**src/rtl/merger_pkg.sv**
```systemverilog
package merger_pkg;
  localparam int N_IN   = 4;
  localparam int DATA_W = 21;
  localparam int SEL_W  = $clog2(N_IN);

  typedef struct packed {
    logic              ee;
    logic              ep;
    logic [DATA_W-1:0] data;
  } word_t;

  // Strobes from control to datapath, one bundle per cycle.
  typedef struct packed {
    logic [N_IN-1:0]  popData;  // dequeue a data word for the output
    logic [N_IN-1:0]  popMark;  // absorb an end-of-event marker
    logic             load;     // load selected head into output register
    logic             loadEe;   // load the combined end-of-event word
    logic [SEL_W-1:0] sel;      // input feeding the output register
  } ctrl_strobe_t;
endpackage

```
**src/rtl/merger_fifo.sv**
```systemverilog
module merger_fifo
  import merger_pkg::*;
#(
  parameter int DEPTH = 16,
  parameter int SLACK = 4
) (
  input  logic  clk,
  input  logic  rstN,
  input  logic  wrEn,
  input  word_t wrWord,
  input  logic  rdEn,
  output word_t headWord,
  output logic  notEmpty,
  output logic  almostFull
);
  localparam int AW     = $clog2(DEPTH);
  localparam int CW     = AW + 1;
  localparam int THRESH = DEPTH - SLACK;

  word_t mem [DEPTH];
  logic [AW-1:0] wrPtr, rdPtr;
  logic [CW-1:0] count;
  logic wrOk, rdOk;

  function automatic logic [AW-1:0] bump(input logic [AW-1:0] p);
    return (p == AW'(DEPTH - 1)) ? '0 : p + 1'b1;
  endfunction

  assign wrOk       = wrEn && (count != CW'(DEPTH));
  assign rdOk       = rdEn && (count != '0);
  assign headWord   = mem[rdPtr];
  assign notEmpty   = (count != '0);
  assign almostFull = (count >= CW'(THRESH));

  always_ff @(posedge clk) begin
    if (wrOk) mem[wrPtr] <= wrWord;
  end

  always_ff @(posedge clk) begin
    if (!rstN) begin
      wrPtr <= '0;
      rdPtr <= '0;
      count <= '0;
    end else begin
      if (wrOk) wrPtr <= bump(wrPtr);
      if (rdOk) rdPtr <= bump(rdPtr);
      case ({wrOk, rdOk})
        2'b10:   count <= count + 1'b1;
        2'b01:   count <= count - 1'b1;
        default: ;
      endcase
    end
  end
endmodule

```
**src/rtl/merger_datapath.sv**
```systemverilog
module merger_datapath
  import merger_pkg::*;
#(
  parameter int DEPTH = 16,
  parameter int SLACK = 4
) (
  input  logic                         clk,
  input  logic                         rstN,
  input  logic [N_IN-1:0]              inValid,
  input  logic [N_IN-1:0][DATA_W-1:0]  inData,
  input  logic [N_IN-1:0]              inEndPkt,
  input  logic [N_IN-1:0]              inEndEvt,
  output logic [N_IN-1:0]              inHold,
  input  ctrl_strobe_t                 strobe,
  input  logic                         outHold,
  output logic [N_IN-1:0]              headValid,
  output logic [N_IN-1:0]              headEp,
  output logic [N_IN-1:0]              headEe,
  output logic                         outValid,
  output logic [DATA_W-1:0]            outData,
  output logic                         outEndPkt,
  output logic                         outEndEvt
);
  word_t head [N_IN];
  word_t outWord;
  word_t eeWord;
  logic  outValidQ;

  assign eeWord = '{ee: 1'b1, ep: 1'b0, data: '0};

  for (genvar g = 0; g < N_IN; g++) begin : g_lane
    word_t wrWord;
    assign wrWord = '{ee: inEndEvt[g], ep: inEndPkt[g], data: inData[g]};

    merger_fifo #(.DEPTH(DEPTH), .SLACK(SLACK)) u_fifo (
      .clk        (clk),
      .rstN       (rstN),
      .wrEn       (inValid[g]),
      .wrWord     (wrWord),
      .rdEn       (strobe.popData[g] | strobe.popMark[g]),
      .headWord   (head[g]),
      .notEmpty   (headValid[g]),
      .almostFull (inHold[g])
    );

    assign headEp[g] = head[g].ep;
    assign headEe[g] = head[g].ee;
  end

  always_ff @(posedge clk) begin
    if (!rstN) begin
      outValidQ <= 1'b0;
      outWord   <= '0;
    end else if (strobe.loadEe) begin
      outValidQ <= 1'b1;
      outWord   <= eeWord;
    end else if (strobe.load) begin
      outValidQ <= 1'b1;
      outWord   <= '{ee: 1'b0, ep: head[strobe.sel].ep, data: head[strobe.sel].data};
    end else if (!outHold) begin
      outValidQ <= 1'b0;
    end
  end

  assign outValid  = outValidQ;
  assign outData   = outWord.data;
  assign outEndPkt = outWord.ep;
  assign outEndEvt = outWord.ee;
endmodule

```
**src/rtl/merger_ctrl.sv**
```systemverilog
module merger_ctrl
  import merger_pkg::*;
(
  input  logic            clk,
  input  logic            rstN,
  input  logic [N_IN-1:0] headValid,
  input  logic [N_IN-1:0] headEp,
  input  logic [N_IN-1:0] headEe,
  input  logic            outValid,
  input  logic            outHold,
  output ctrl_strobe_t    strobe
);
  logic                       busy;
  logic [SEL_W-1:0]           owner;
  logic [N_IN-1:0]            eeSeen, reqPrev, startPop;
  logic [N_IN-1:0][N_IN-1:0]  older, olderNxt;   // older[i][j]: i waited longer than j
  logic [N_IN-1:0]            req, newReq, oldReq, win, ownerMask;
  logic                       outFree, allSeen, anyWin;
  logic [SEL_W-1:0]           winIdx;

  always_comb begin
    ownerMask        = '0;
    ownerMask[owner] = busy;
  end

  assign outFree = !outValid || !outHold;
  assign allSeen = &eeSeen;
  // A non-owner head always sits on a packet boundary.
  assign req     = headValid & ~headEe & ~eeSeen & ~ownerMask;
  assign newReq  = req & (~reqPrev | startPop);
  assign oldReq  = req & ~newReq;

  // Age matrix update: a fresh request is younger than every standing one;
  // fresh requests in the same cycle rank by index.
  always_comb begin
    for (int i = 0; i < N_IN; i++) begin
      for (int j = 0; j < N_IN; j++) begin
        if (i == j)          olderNxt[i][j] = 1'b0;
        else if (newReq[i])  olderNxt[i][j] = !oldReq[j] && !(newReq[j] && (j < i));
        else if (newReq[j])  olderNxt[i][j] = 1'b1;
        else                 olderNxt[i][j] = older[i][j];
      end
    end
  end

  always_comb begin
    for (int i = 0; i < N_IN; i++) begin
      win[i] = req[i];
      for (int j = 0; j < N_IN; j++) begin
        if (j != i && req[j] && !olderNxt[i][j]) win[i] = 1'b0;
      end
    end
  end

  always_comb begin
    winIdx = '0;
    for (int i = N_IN - 1; i >= 0; i--) begin
      if (win[i]) winIdx = SEL_W'(i);
    end
  end

  assign anyWin = |win;

  always_comb begin
    strobe         = '0;
    strobe.popMark = headValid & headEe & ~eeSeen & ~ownerMask;
    if (outFree) begin
      if (busy) begin
        if (headValid[owner]) begin
          strobe.popData[owner] = 1'b1;
          strobe.load           = 1'b1;
          strobe.sel            = owner;
        end
      end else if (allSeen) begin
        strobe.loadEe = 1'b1;
      end else if (anyWin) begin
        strobe.popData[winIdx] = 1'b1;
        strobe.load            = 1'b1;
        strobe.sel             = winIdx;
      end
    end
  end

  always_ff @(posedge clk) begin
    if (!rstN) begin
      busy     <= 1'b0;
      owner    <= '0;
      eeSeen   <= '0;
      reqPrev  <= '0;
      startPop <= '0;
      older    <= '0;
    end else begin
      older    <= olderNxt;
      reqPrev  <= req;
      startPop <= busy ? '0 : strobe.popData;
      if (strobe.load) begin
        owner <= strobe.sel;
        busy  <= !headEp[strobe.sel];
      end
      eeSeen <= strobe.loadEe ? '0 : (eeSeen | strobe.popMark);
    end
  end
endmodule

```
**src/rtl/stream_merger4.sv**
```systemverilog
module stream_merger4
  import merger_pkg::*;
#(
  parameter int DEPTH = 16,
  parameter int SLACK = 4
) (
  input  logic                        clk,
  input  logic                        rstN,
  input  logic [N_IN-1:0]             inValid,
  input  logic [N_IN-1:0][DATA_W-1:0] inData,
  input  logic [N_IN-1:0]             inEndPkt,
  input  logic [N_IN-1:0]             inEndEvt,
  output logic [N_IN-1:0]             inHold,
  output logic                        outValid,
  output logic [DATA_W-1:0]           outData,
  output logic                        outEndPkt,
  output logic                        outEndEvt,
  input  logic                        outHold
);
  ctrl_strobe_t    strobe;
  logic [N_IN-1:0] headValid, headEp, headEe;

  merger_datapath #(.DEPTH(DEPTH), .SLACK(SLACK)) u_dp (
    .clk       (clk),
    .rstN      (rstN),
    .inValid   (inValid),
    .inData    (inData),
    .inEndPkt  (inEndPkt),
    .inEndEvt  (inEndEvt),
    .inHold    (inHold),
    .strobe    (strobe),
    .outHold   (outHold),
    .headValid (headValid),
    .headEp    (headEp),
    .headEe    (headEe),
    .outValid  (outValid),
    .outData   (outData),
    .outEndPkt (outEndPkt),
    .outEndEvt (outEndEvt)
  );

  merger_ctrl u_ctrl (
    .clk       (clk),
    .rstN      (rstN),
    .headValid (headValid),
    .headEp    (headEp),
    .headEe    (headEe),
    .outValid  (outValid),
    .outHold   (outHold),
    .strobe    (strobe)
  );
endmodule

```
**config.mk**
```make
export PLATFORM = sky130hd
export DESIGN_NAME = stream_merger4
export DESIGN_NICKNAME = d
export VERILOG_FILES = /design/src/rtl/merger_pkg.sv /design/src/rtl/merger_fifo.sv /design/src/rtl/merger_datapath.sv /design/src/rtl/merger_ctrl.sv /design/src/rtl/stream_merger4.sv
export SDC_FILE = /design/constraint.sdc
export NUM_CORES = 1
export LEC_CHECK = 0
export ABC_AREA = 0
export BUFFER_PORTS_ARGS = -buffer_cell sky130_fd_sc_hd__buf_2
export CAP_MARGIN = 0
export CORE_MARGIN = 4
export CORE_UTILIZATION = 30
export CTS_BUF_LIST = sky130_fd_sc_hd__clkbuf_4
export CTS_CLUSTER_DIAMETER = 80
export DETAILED_ROUTE_END_ITERATION = 12
export PLACE_DENSITY_LB_ADDON = 0.1
export RECOVER_POWER = 100
export SLEW_MARGIN = 20
export SYNTH_ARGS = -nofsm -noshare
export SYNTH_HDL_FRONTEND = slang
export SYNTH_SLANG_ARGS = --single-unit
export TNS_END_PERCENT = 5
```
**constraint.sdc**
```tcl
create_clock -name clk -period 10.8 [get_ports clk]
set_input_delay 1.62 -clock clk [delete_from_list [all_inputs] [get_ports clk]]
set_output_delay 1.62 -clock clk [all_outputs]
set_load 0.005 [all_outputs]
```
==> Word-level counts from Yosys, hierarchy flattened <==
Memory sizes are Yosys's and may differ from the RTL's. A register that Yosys moved wholly into a read port is not among the register bits.
Index checks and enable logic that the tools add are counted.
{ "word_totals": {"input_bits": 99, "n_memories": 4, "mem_bits_rw": 1472, "out_inout_bits": 28, "register_bits": 103} }
{ "classes": {"n_addsub": 16, "eq_ne": 21, "mux": 100, "n_bitwise": 22, "n_lt_le_gt_ge": 10, "n_reduce_logical": 61} }
{ "mem_list": {"columns": ["name", "words", "width", "read_ports", "rd_clocked_by_memory_dff", "wr", "line", "text"], "rows": [
  ["u_dp.g_lane[0].u_fifo.mem", 16, 23, 1, 1, 1, "merger_fifo.sv:20", "word_t mem [DEPTH];"],
  ["u_dp.g_lane[1].u_fifo.mem", 16, 23, 1, 1, 1, "merger_fifo.sv:20", null],
  ["u_dp.g_lane[2].u_fifo.mem", 16, 23, 1, 1, 1, "merger_fifo.sv:20", null],
  ["u_dp.g_lane[3].u_fifo.mem", 16, 23, 1, 1, 1, "merger_fifo.sv:20", null]
]} }
{ "ops": {"columns": ["op", "n"], "rows": [
  ["$mux 4", 22],
  ["$mux 1", 57],
  ["$bmux 23 s2", 1],
  ["$mux 23", 2],
  ["$mux 22", 2],
  ["$pmux 5 s2", 4],
  ["$and 4x4->4", 9],
  ["$add 4x1->4 const B", 8],
  ["$eq 4x4->1 const B", 8],
  ["$logic_and 1x1->1", 25],
  ["$logic_not 1->1", 22],
  ["$add 5x1->5 const B", 4],
  ["$ge 5x4->1 const B", 4],
  ["$ne 5x5->1 const B", 4],
  ["$not 4->4", 5],
  ["$reduce_bool 5->1", 4],
  ["$sub 5x1->5 const B", 4],
  ["$mux 2", 8],
  ["$reduce_bool 2->1", 5],
  ["$lt 2x3->1 const B", 3],
  ["$eq 2x1->1 const B", 4],
  ["$eq 2x2->1 const B", 4],
  ["$or 4x4->4", 2],
  ["$bmux 1 s2", 2],
  ["other kinds (11)", 17]
]} }

==> Longest topological paths before layout <==
Gate-level depths: netlist of the first run.
{ "logic_depth": {"word_depth": 34, "depth_mapped": 18} }

==> Modules after synthesis <==
A second synthesis of the first run with hierarchy kept.
{ "hier_totals": {"hier_cells": 3100, "hier_area_um2": 62312.3} }
{ "by_module_without_submodules": {"columns": ["mod", "cells_per_inst", "area_per_inst_um2", "instances", "seq_area_each_um2"], "rows": [
  ["merger_fifo (u_dp.g_lane[1].u_fifo ...)", 692, 14808.0, 3, 11390.9],
  ["merger_fifo (u_dp.g_lane[0].u_fifo)", 690, 14769.2, 1, 11390.9],
  ["merger_ctrl", 200, 1659.1, 1, 540.5],
  ["merger_datapath", 134, 1460.2, 1, 480.5]
]} }

==> Worst setup path after synthesis of the first run <==
No wires, ideal clock.
{ "synth_timing": {"path_type": "input to register", "startpoint": "input inValid[1]", "endpoint": "memory u_dp.g_lane[1].u_fifo.mem[3][0] in the netlist's numbering, enable pin", "arrival_ps": 3921, "stages": 3, "required_ps": 10368, "path_slack_ps": 6447, "path_cell_list": "a21boi_1 -> nand2_1 -> nor3_1"} }
{ "synth_via": {"elab_chain_len": 3} }
{ "synth_rtl": {"columns": ["item", "line", "text"], "rows": [
  ["start, declared", "stream_merger4.sv:9", "input logic [N_IN-1:0] inValid,"],
  ["$logic_and 1x1->1", "merger_fifo.sv:29", "assign wrOk = wrEn && (count != CW'(DEPTH));"],
  ["$mux 1", "merger_fifo.sv:36", "if (wrOk) mem[wrPtr] <= wrWord;"],
  ["$mux 1 (implied by the code)", "merger_fifo.sv:36", null],
  ["end, declared", "merger_fifo.sv:20", null]
]} }
No other way between the ends.

==> results.md, run 1 <==
* CTS resizes at 0
* DR iter-0 viols at ~2200
* Logic pwr share at 20.4%
* Die area at between 0.2 and 0.25 mm^2
* Reg power frac at a little under half
* Post-DP HPWL at 98800 um
* Residual DRC at 0
* Post-CTS Setup Repair Bufs at 0
* Area delta synth->final at 14.9%
* Synth area leaders: edfxtp_1, mux4_2, dfxtp_1, ha_1, clkbuf_1
* Crit start category: flip-flop
* Final setup fails at 0
* Largest area contributor in the netlist: edfxtp_1
* Max_cap viols at 64
* Synth warn at 0
* Core area at 0.205 mm^2
* RSZ-0062 raised after global routing: no
* Tcrit/Tclk final at 75.2%
* CTS Hold Bufs at 0
* Post-synth top cells: edfxtp_1, mux4_2, dfxtp_1
* Setup_tns at 0 ps
* Clk buf depth at 4
* Port bufs at 126
* Worst Tran Pin Value at around 3200 ps
* Clock power share at between 30% and 40%
* Final Critical Period at roughly 8000 ps
* Post-Syn Instances at roughly 2800
* Syn Nets at 2959
* Cell Area, Synth at 0.0617 mm^2
* Peak supply drop at 0.132 mV
* Clock slew at reported path FFs at about 70 ps
* Sink Count at 1591
* Most common cell on crit path: mux4_2
* Drt first pass iters at 5
* Ys flop type: edfxtp_1
* Total GRT Usage at between 10% and 20%
* CP Capture Type: flip-flop
* Most frequent cell after synthesis: edfxtp_1
* Initial core utilization at between 30% and 40%
* Nets at 3460
* Sw Ratio at between 20% and 30%
* Leak at 0.0219 uW
* Maximum clock frequency at between 0.1 and 0.15 GHz
* Final Skew at about 72 ps
* Detailed Route WL at approximately 170000 um
* Worst skew pair latency at between 1000 and 1500 ps
* Die Y-Extent at around 460 um
* Number of placement rows at around 170
* P_int at between 10000 and 15000 uW
* Data required time of the critical path at between 10000 and 15000 ps
* Hold Violations, Final at 0
* Status: finished, violations left
* Pwr Density at about 220 mW/mm^2
* Vias per cell at 4.83
* Post-synthesis cell type count at between 60 and 70
* Critical path type: flip-flop to flip-flop
* Die width at 461 um
* Net Sw Power at ~4500 uW
* Arr. time, crit path at around 9400 ps
* Initial antenna violation count at 33
* Remaining antenna violation count after routing at 0
* GP Congestion at 0.787
* Worst min path class: flip-flop to flip-flop
* Post-synth EDFFs at about 1500
* Number of buffers created by CTS at approximately 440
* CP max stage delay at roughly 2200 ps
* CP Cell Sequence: clkbuf_1 -> mux4_2 -> mux4_2 -> nor2_1 -> a41oi_1 -> and2_0 -> a31o_1 -> ha_1 -> fa_1 -> a21o_1 -> a21oi_1 -> xor2_1 -> or3_1 -> a21boi_0
* Vias in the first global route at approximately 33000
* Max-slew headroom at -113%
* Share of layout cells above drive strength 1 at between 30% and 40%
* Register area share after synthesis at 75.5%
* CTS root buffer: clkbuf_4
* Routed wire per std cell at 26.8 um
* Number of vias in the routed layout at approximately 31000
* Congestion Overflow GR at 0
* Synth async-reset ratio at 0%
* Largest net degree at the start of global routing at between 70 and 80
* Flop and latch count out of synthesis at between 1500 and 2000
* Worst setup margin at roughly 2700 ps
* Worst-path fanout max at 40
* I/O pins at ~130
* Number of fill cells at 19257
* Top cell type's share of synthesized area at a little under three quarters
* Dpl ws at approximately 4500 ps
* Max-slew violation total from the final report at between 1000 and 1500
* First-pass GRT wire length at about 240000 um
* Average cell area after synthesis at around 22 um^2
* TritonCTS clock tree: done
* Slowest-stage cell, CP: clkbuf_1
* H-tree lvl count at 5
* Failing checks: max-capacitance violations, max-slew violations
-- per-stage QoR --
stage	cells	util [%]	hold WS, ps	power [uW]	area (um^2)
global route	6326	34.6	496	16500	70800
detailed placement	5567	32.4	456	10700	66300
floorplan	2820	-	439	9440	61700
CTS	6310	34.9	399	16000	71500
global placement	5563	32.3	460	10600	66100
finish	6337	34.6	470	15600	70900
-- sequential cells by signal (all words and copies together) (netlist names), 2 cells and up, named ones only --
signal / cells
u_dp.g_lane.u_fifo.mem: 1472
u_dp.outData: 21
u_dp.g_lane.u_fifo.count: 20
u_dp.g_lane.u_fifo.rdPtr: 16
u_dp.g_lane.u_fifo.wrPtr: 16
u_ctrl.older: 12
u_ctrl.eeSeen: 4
u_ctrl.reqPrev: 4
u_ctrl.startPop: 4
u_ctrl.owner: 2
-- cells by family after synthesis --
logic type	synth area share, %
muxes	17.8
buffers and inverters	1.19
and+or+nand+nor	2.51
xor gates and xnor gates	0.440
DFF	75.5
adders and majority gates	0.860
AOI/OAI and AO/OA	1.69
-- final cells by class --
type / count / area, um^2 / share of cell area, %
Sequential cell: 1591 / 46600 / 65.8
Multi-Input combinational cell: 1050 / 14500 / 20.5
Antenna cell: 22 / 55.1 / 0.0777
Clock inverter: 124 / 602 / 0.849
Inverter: 28 / 105 / 0.148
Timing Repair Buffer: 215 / 957 / 1.35
Clock buffer: 619 / 4650 / 6.56
Tap cell: 2688 / 3360 / 4.75
-- worst paths after layout --
kind	startpoint	end	slack [ps]	depth (start not counted)
min reg2reg	u_ctrl.eeSeen[2]$_SDFF_PP0_	u_ctrl.eeSeen[2]$_SDFF_PP0_	470	2
max	flip-flop	u_dp.g_lane[3].u_fifo.count[4]$_SDFFE_PN0P_	2680	14
max reg2reg	flip-flop	u_dp.g_lane[3].u_fifo.count[4]$_SDFFE_PN0P_	2680	14
min	u_ctrl.eeSeen[2]$_SDFF_PP0_	u_ctrl.eeSeen[2]$_SDFF_PP0_	470	2
-- critical path, delay by kind of cell, from the launching register on --
family | cells | cell delay, ps
buf+inv | 1 | 2160
compound gates | 5 | 1340
mux | 2 | 1220
simple gates | 3 | 1210
flops | 1 | 1160
fa+ha+maj | 2 | 760
xor+xnor | 1 | 110
-- layer usage --
metal / share of wire (%) / global-route usage, % / vias up / routed length (um)
met5: 0.054 / 0 / - / 91
met4: 3.3 / 6.07 / 16 / 5530
met3: 5.1 / 3.90 / 370 / 8690
met2: 50 / 26.8 / 914 / 84500
met1: 42 / 20.2 / 16207 / 71200
li1: - / - / 13111 / -
-- power by group through the flow --
| stage | combinational [uW] | clock [uW] | sequential [uW] |
|---|---|---|---|
| final | 3180 | 5150 | 7270 |
| after global routing | 3460 | 5750 | 7310 |
| after CTS | 3310 | 5390 | 7280 |
| after detailed placement | 3300 | 0 | 7410 |
| after global placement | 3220 | 0 | 7390 |
| after floorplan | 2200 | 0 | 7240 |
-- placed cells by master (no fill, tap or decap), drive strengths merged, types with 30 or more instances in the layout --
cell type,Yosys,final
edfxtp,1472,1472
clkbuf,96,803
mux4,459,459
dfxtp,119,119
clkinv,0,115
nor2,96,96
nand2,65,65
and2,49,49
mux2,44,44
ha,36,36
o21ai,34,34
inv,28,32
buf,55,31
a21oi,30,30
Note: power is estimated with default switching activity, not from simulation.
==> inputs of run 2 (changes only) <==
- ABC_AREA: 0 -> 1
- clock period: 10.8 -> 7.7 ns (I/O delays scaled with it)
==> results.md, run 2 <==
* Final setup fails at 0 (unchanged)
* Crit path depth at 22 (+8)
* GP Congestion at 0.779 (-0.97%)
* Post-DP HPWL at 110000 um (+12%)
* Max-slew headroom at -125% (-12 points)
* First-pass GRT wire length at 288000 um (+19%)
* Most common cell after layout, fill and taps aside: edfxtp_1
* Post-synthesis mux area share at 0% (-18 points)
* Congestion Overflow GR at 0 (unchanged)
* Remaining antenna violation count after routing at 0 (unchanged)
* Area delta synth->final at 14.8% (about the same)
* Ys flop type: edfxtp_1
* Leak at 0.0243 uW (+11%)
* Peak supply drop at 0.258 mV (+96%)
* Worst Tran Pin Value at 3360 ps (+166 ps)
* Most common cell on crit path: nand2_1
* Nets at 5558 (+61%)
* Min-delay src: inValid[2]
* Number of placement rows at 168 (+1.2%)
* Largest net degree at the start of global routing at 117 (+52%)
* FF-to-FF setup slack at 1750 ps (-930 ps)
* Register area share after synthesis at 73.5% (-2.1 points)
* Average cell area after synthesis at 12.6 um^2 (-42%)
* Worst setup margin at 1750 ps (-929 ps)
* Pwr Density at 344 mW/mm^2 (+56%)
* CTS resizes at 0 (unchanged)
* DR iter-0 viols at 2901 (+31%)
* Die Y-Extent at 468 um (+1.4%)
* Arr. time, crit path at 7230 ps (-2140 ps)
* Max-slew violation total from the final report at 1244 (-5.4%)
* Initial antenna violation count at 20 (-39%)
* Die width at 468 um (+1.4%)
* I/O pins at 127 (unchanged)
* RSZ-0062 raised after global routing: no
* Largest family of logic cells by synthesized area: compound AO/OA/AOI/OAI gates
* Largest area contributor in the netlist: edfxtp_1
* Buf+Inv Stages, Crit Path at 2 (+1)
* Die area at 0.219 mm^2 (+2.8%)
* Crit start category: flip-flop
* Core area at 0.210 mm^2 (+2.6%)
* Sink Count at 1591 (unchanged)
* Worst skew pair latency at 1370 ps (+20 ps)
* Post-synth top cells: edfxtp_1, nor2_1, o21ai_0
* TritonCTS clock tree: done
* Critical path type: flip-flop to flip-flop
* Data required time of the critical path at 8980 ps (-3070 ps)
* Total GRT Usage at 17.7% (+1.6 points)
* CP Cell Sequence: clkinvlp_2 -> o21ai_0 -> nand3_1 -> nand3_2 -> nand3_1 -> inv_1 -> nand2_1 -> nand3_1 -> nand3_1 -> nand2_1 -> nand2_1 -> a31oi_2 -> nand2_1 -> ha_1 -> ha_1 -> nand2_1 -> nand2_1 -> a31oi_1 -> nor2_1 -> nor3_1 -> o21ai_0 -> a21oi_1
* Post-Syn Instances at 5040 (+79%)
* CTS root buffer: clkbuf_4
* Worst-case reg-to-reg path depth at 22 (+8)
* Clk buf depth at 4 (unchanged)
* Vias per cell at 4.94 (+2.2%)
* Most frequent cells in the layout: edfxtp_1, nor2_1, o21ai_0
* CTS Hold Bufs at 52 (+52)
* XOR/XNOR share of the synthesized area at 0.207% (-0.23 points)
* Drt first pass iters at 7 (+2)
* Post-CTS Setup Repair Bufs at 0 (unchanged)
* Clock slew at reported path FFs at 80 ps (about the same)
* Failing checks: max-capacitance violations, max-slew violations
* Setup_tns at 0 ps (unchanged)
* Hold Violations, Final at 0 (unchanged)
* Number of buffers created by CTS at 447 (+2.8%)
* Adder-Cell Fraction of Synth Area at 0.836% (-0.023 points)
* Number of vias in the routed layout at 42266 (+38%)
* Synth area leaders: edfxtp_1, o21ai_0, nor2_1, dfxtp_1, o221ai_1
* Routed wire per std cell at 23.1 um (-14%)
* Maximum clock frequency at 0.168 GHz (+36%)
* Slowest-stage cell, CP: clkinvlp_2
* Detailed Route WL at 197000 um (+16%)
* Final Skew at 89.2 ps (+17.0 ps)
* Port bufs at 126 (unchanged)
* Tcrit/Tclk final at 77.3% (+2.1 points)
* Residual DRC at 0 (unchanged)
* Flop and latch count out of synthesis at 1591 (unchanged)
* Initial core utilization at 30.2% (+0.048 points)
* Worst-path fanout max at 63 (+57%)
* Post-synth EDFFs at 1472 (unchanged)
* Vias in the first global route at 42341 (+27%)
* Most flops, register: u_dp.g_lane.u_fifo.mem
* Cell Area, Synth at 0.0634 mm^2 (+2.8%)
* Post-synthesis simple-gate area fraction at 9.60% (+7.1 points)
* Syn Nets at 5179 (+75%)
* Reg2Reg Capture Point: u_dp.g_lane[2].u_fifo.count[4]$_SDFFE_PN0P_
* H-tree lvl count at 5 (unchanged)
* Crit path max-delay family: simple AND/OR/NAND/NOR gates
* Synth warn at 0 (unchanged)
* CP Capture Type: flip-flop
* Final Critical Period at 5950 ps (-2170 ps)
* Status: finished, violations left
* Post-synthesis cell type count at 50 (-21%)
* Max_cap viols at 60 (-6.3%)
* Synth async-reset ratio at 0% (unchanged)
* Most frequent cell after synthesis: edfxtp_1
* Share of layout cells above drive strength 1 at 14.6% (-18 points)
* Hold endpoint: u_dp.g_lane[2].u_fifo.wrPtr[1]$_SDFFE_PN0P_
* Number of flip-flops in the largest register at 1472 (unchanged)
* Worst min path class: input pin to flip-flop
* Synth Area in Compound Gates at 12.8% (+11 points)
* Dpl ws at 2790 ps (-1720 ps)
* CP max stage delay at 1290 ps (-870 ps)
* Top cell type's share of synthesized area at 69.7% (-2.0 points)
* Hold Path Stages at 3 (+1)
[run 2: worst max-delay path by stage]
| stage | startpoint | to | slack [ps] |
|---|---|---|---|
| floorplan | inValid[2] | u_dp.g_lane[2].u_fifo.mem[7][0]$_DFFE_PP_ | 4160 |
| global placement | flip-flop | u_dp.g_lane[1].u_fifo.count[4]$_SDFFE_PN0P_ | 2760 |
| detailed placement | flip-flop | u_dp.g_lane[1].u_fifo.count[4]$_SDFFE_PN0P_ | 2790 |
| CTS | flip-flop | u_dp.g_lane[1].u_fifo.count[4]$_SDFFE_PN0P_ | 2820 |
| global route | flip-flop | u_dp.g_lane[2].u_fifo.count[4]$_SDFFE_PN0P_ | 1130 |
| finish | flip-flop | u_dp.g_lane[2].u_fifo.count[4]$_SDFFE_PN0P_ | 1750 |
[run 2: kinds of logic after synthesis]
group | after synthesis
AO/OA/AOI/OAI | 1385
XOR/XNOR | 15
adder cells (fa/ha/maj) | 40
buffers and inverters | 495
flip-flops | 1591
AND/OR/NAND/NOR | 1514
[run 2: layout make-up]
class	instances	area, um^2
Clock buffer	706	5300
Antenna cell	12	30.0
Fill cell	20907	137000
Inverter	161	613
Tap cell	2805	3510
Clock inverter	65	340
Multi-Input combinational cell	2954	14900
Timing Repair Buffer	264	1530
Sequential cell	1591	46600
[run 2: tightest hold or removal path, cell delays in order]
cell	delay (ps)
buf_2	130
nand2_1	180
a21oi_1	100
[run 2: power by group]
group / total (uW) / switching, uW / internal, uW
Combinational: 7120 / 5180 / 1940
Sequential: 10200 / 334 / 9830
Clock: 7740 / 3530 / 4200
[run 2: through the flow]
step	utilization (%)	instance area, um^2	power [uW]	cells	hold WS (ps)
2_1_floorplan	-	63400	14900	5040	422
3_5_place_dp	32.1	67500	17600	7717	453
3_3_place_gp	32.0	67200	17600	7708	447
6_report	34.7	72800	25000	8558	252
4_1_cts	35.1	73600	25500	8540	1.49
5_1_grt	34.7	72800	26700	8556	117
[run 2: per-layer routing]
| metal | vias to the layer above | part of all wire (%) | wire length, um | global-route usage [%] |
|---|---|---|---|---|
| li1 | 19682 | - | - | - |
| met1 | 21155 | 45 | 89000 | 23.7 |
| met2 | 1049 | 48 | 94500 | 28.8 |
| met3 | 368 | 4.6 | 9120 | 3.27 |
| met4 | 12 | 2.4 | 4720 | 5.76 |
| met5 | - | 0.035 | 70 | 0 |
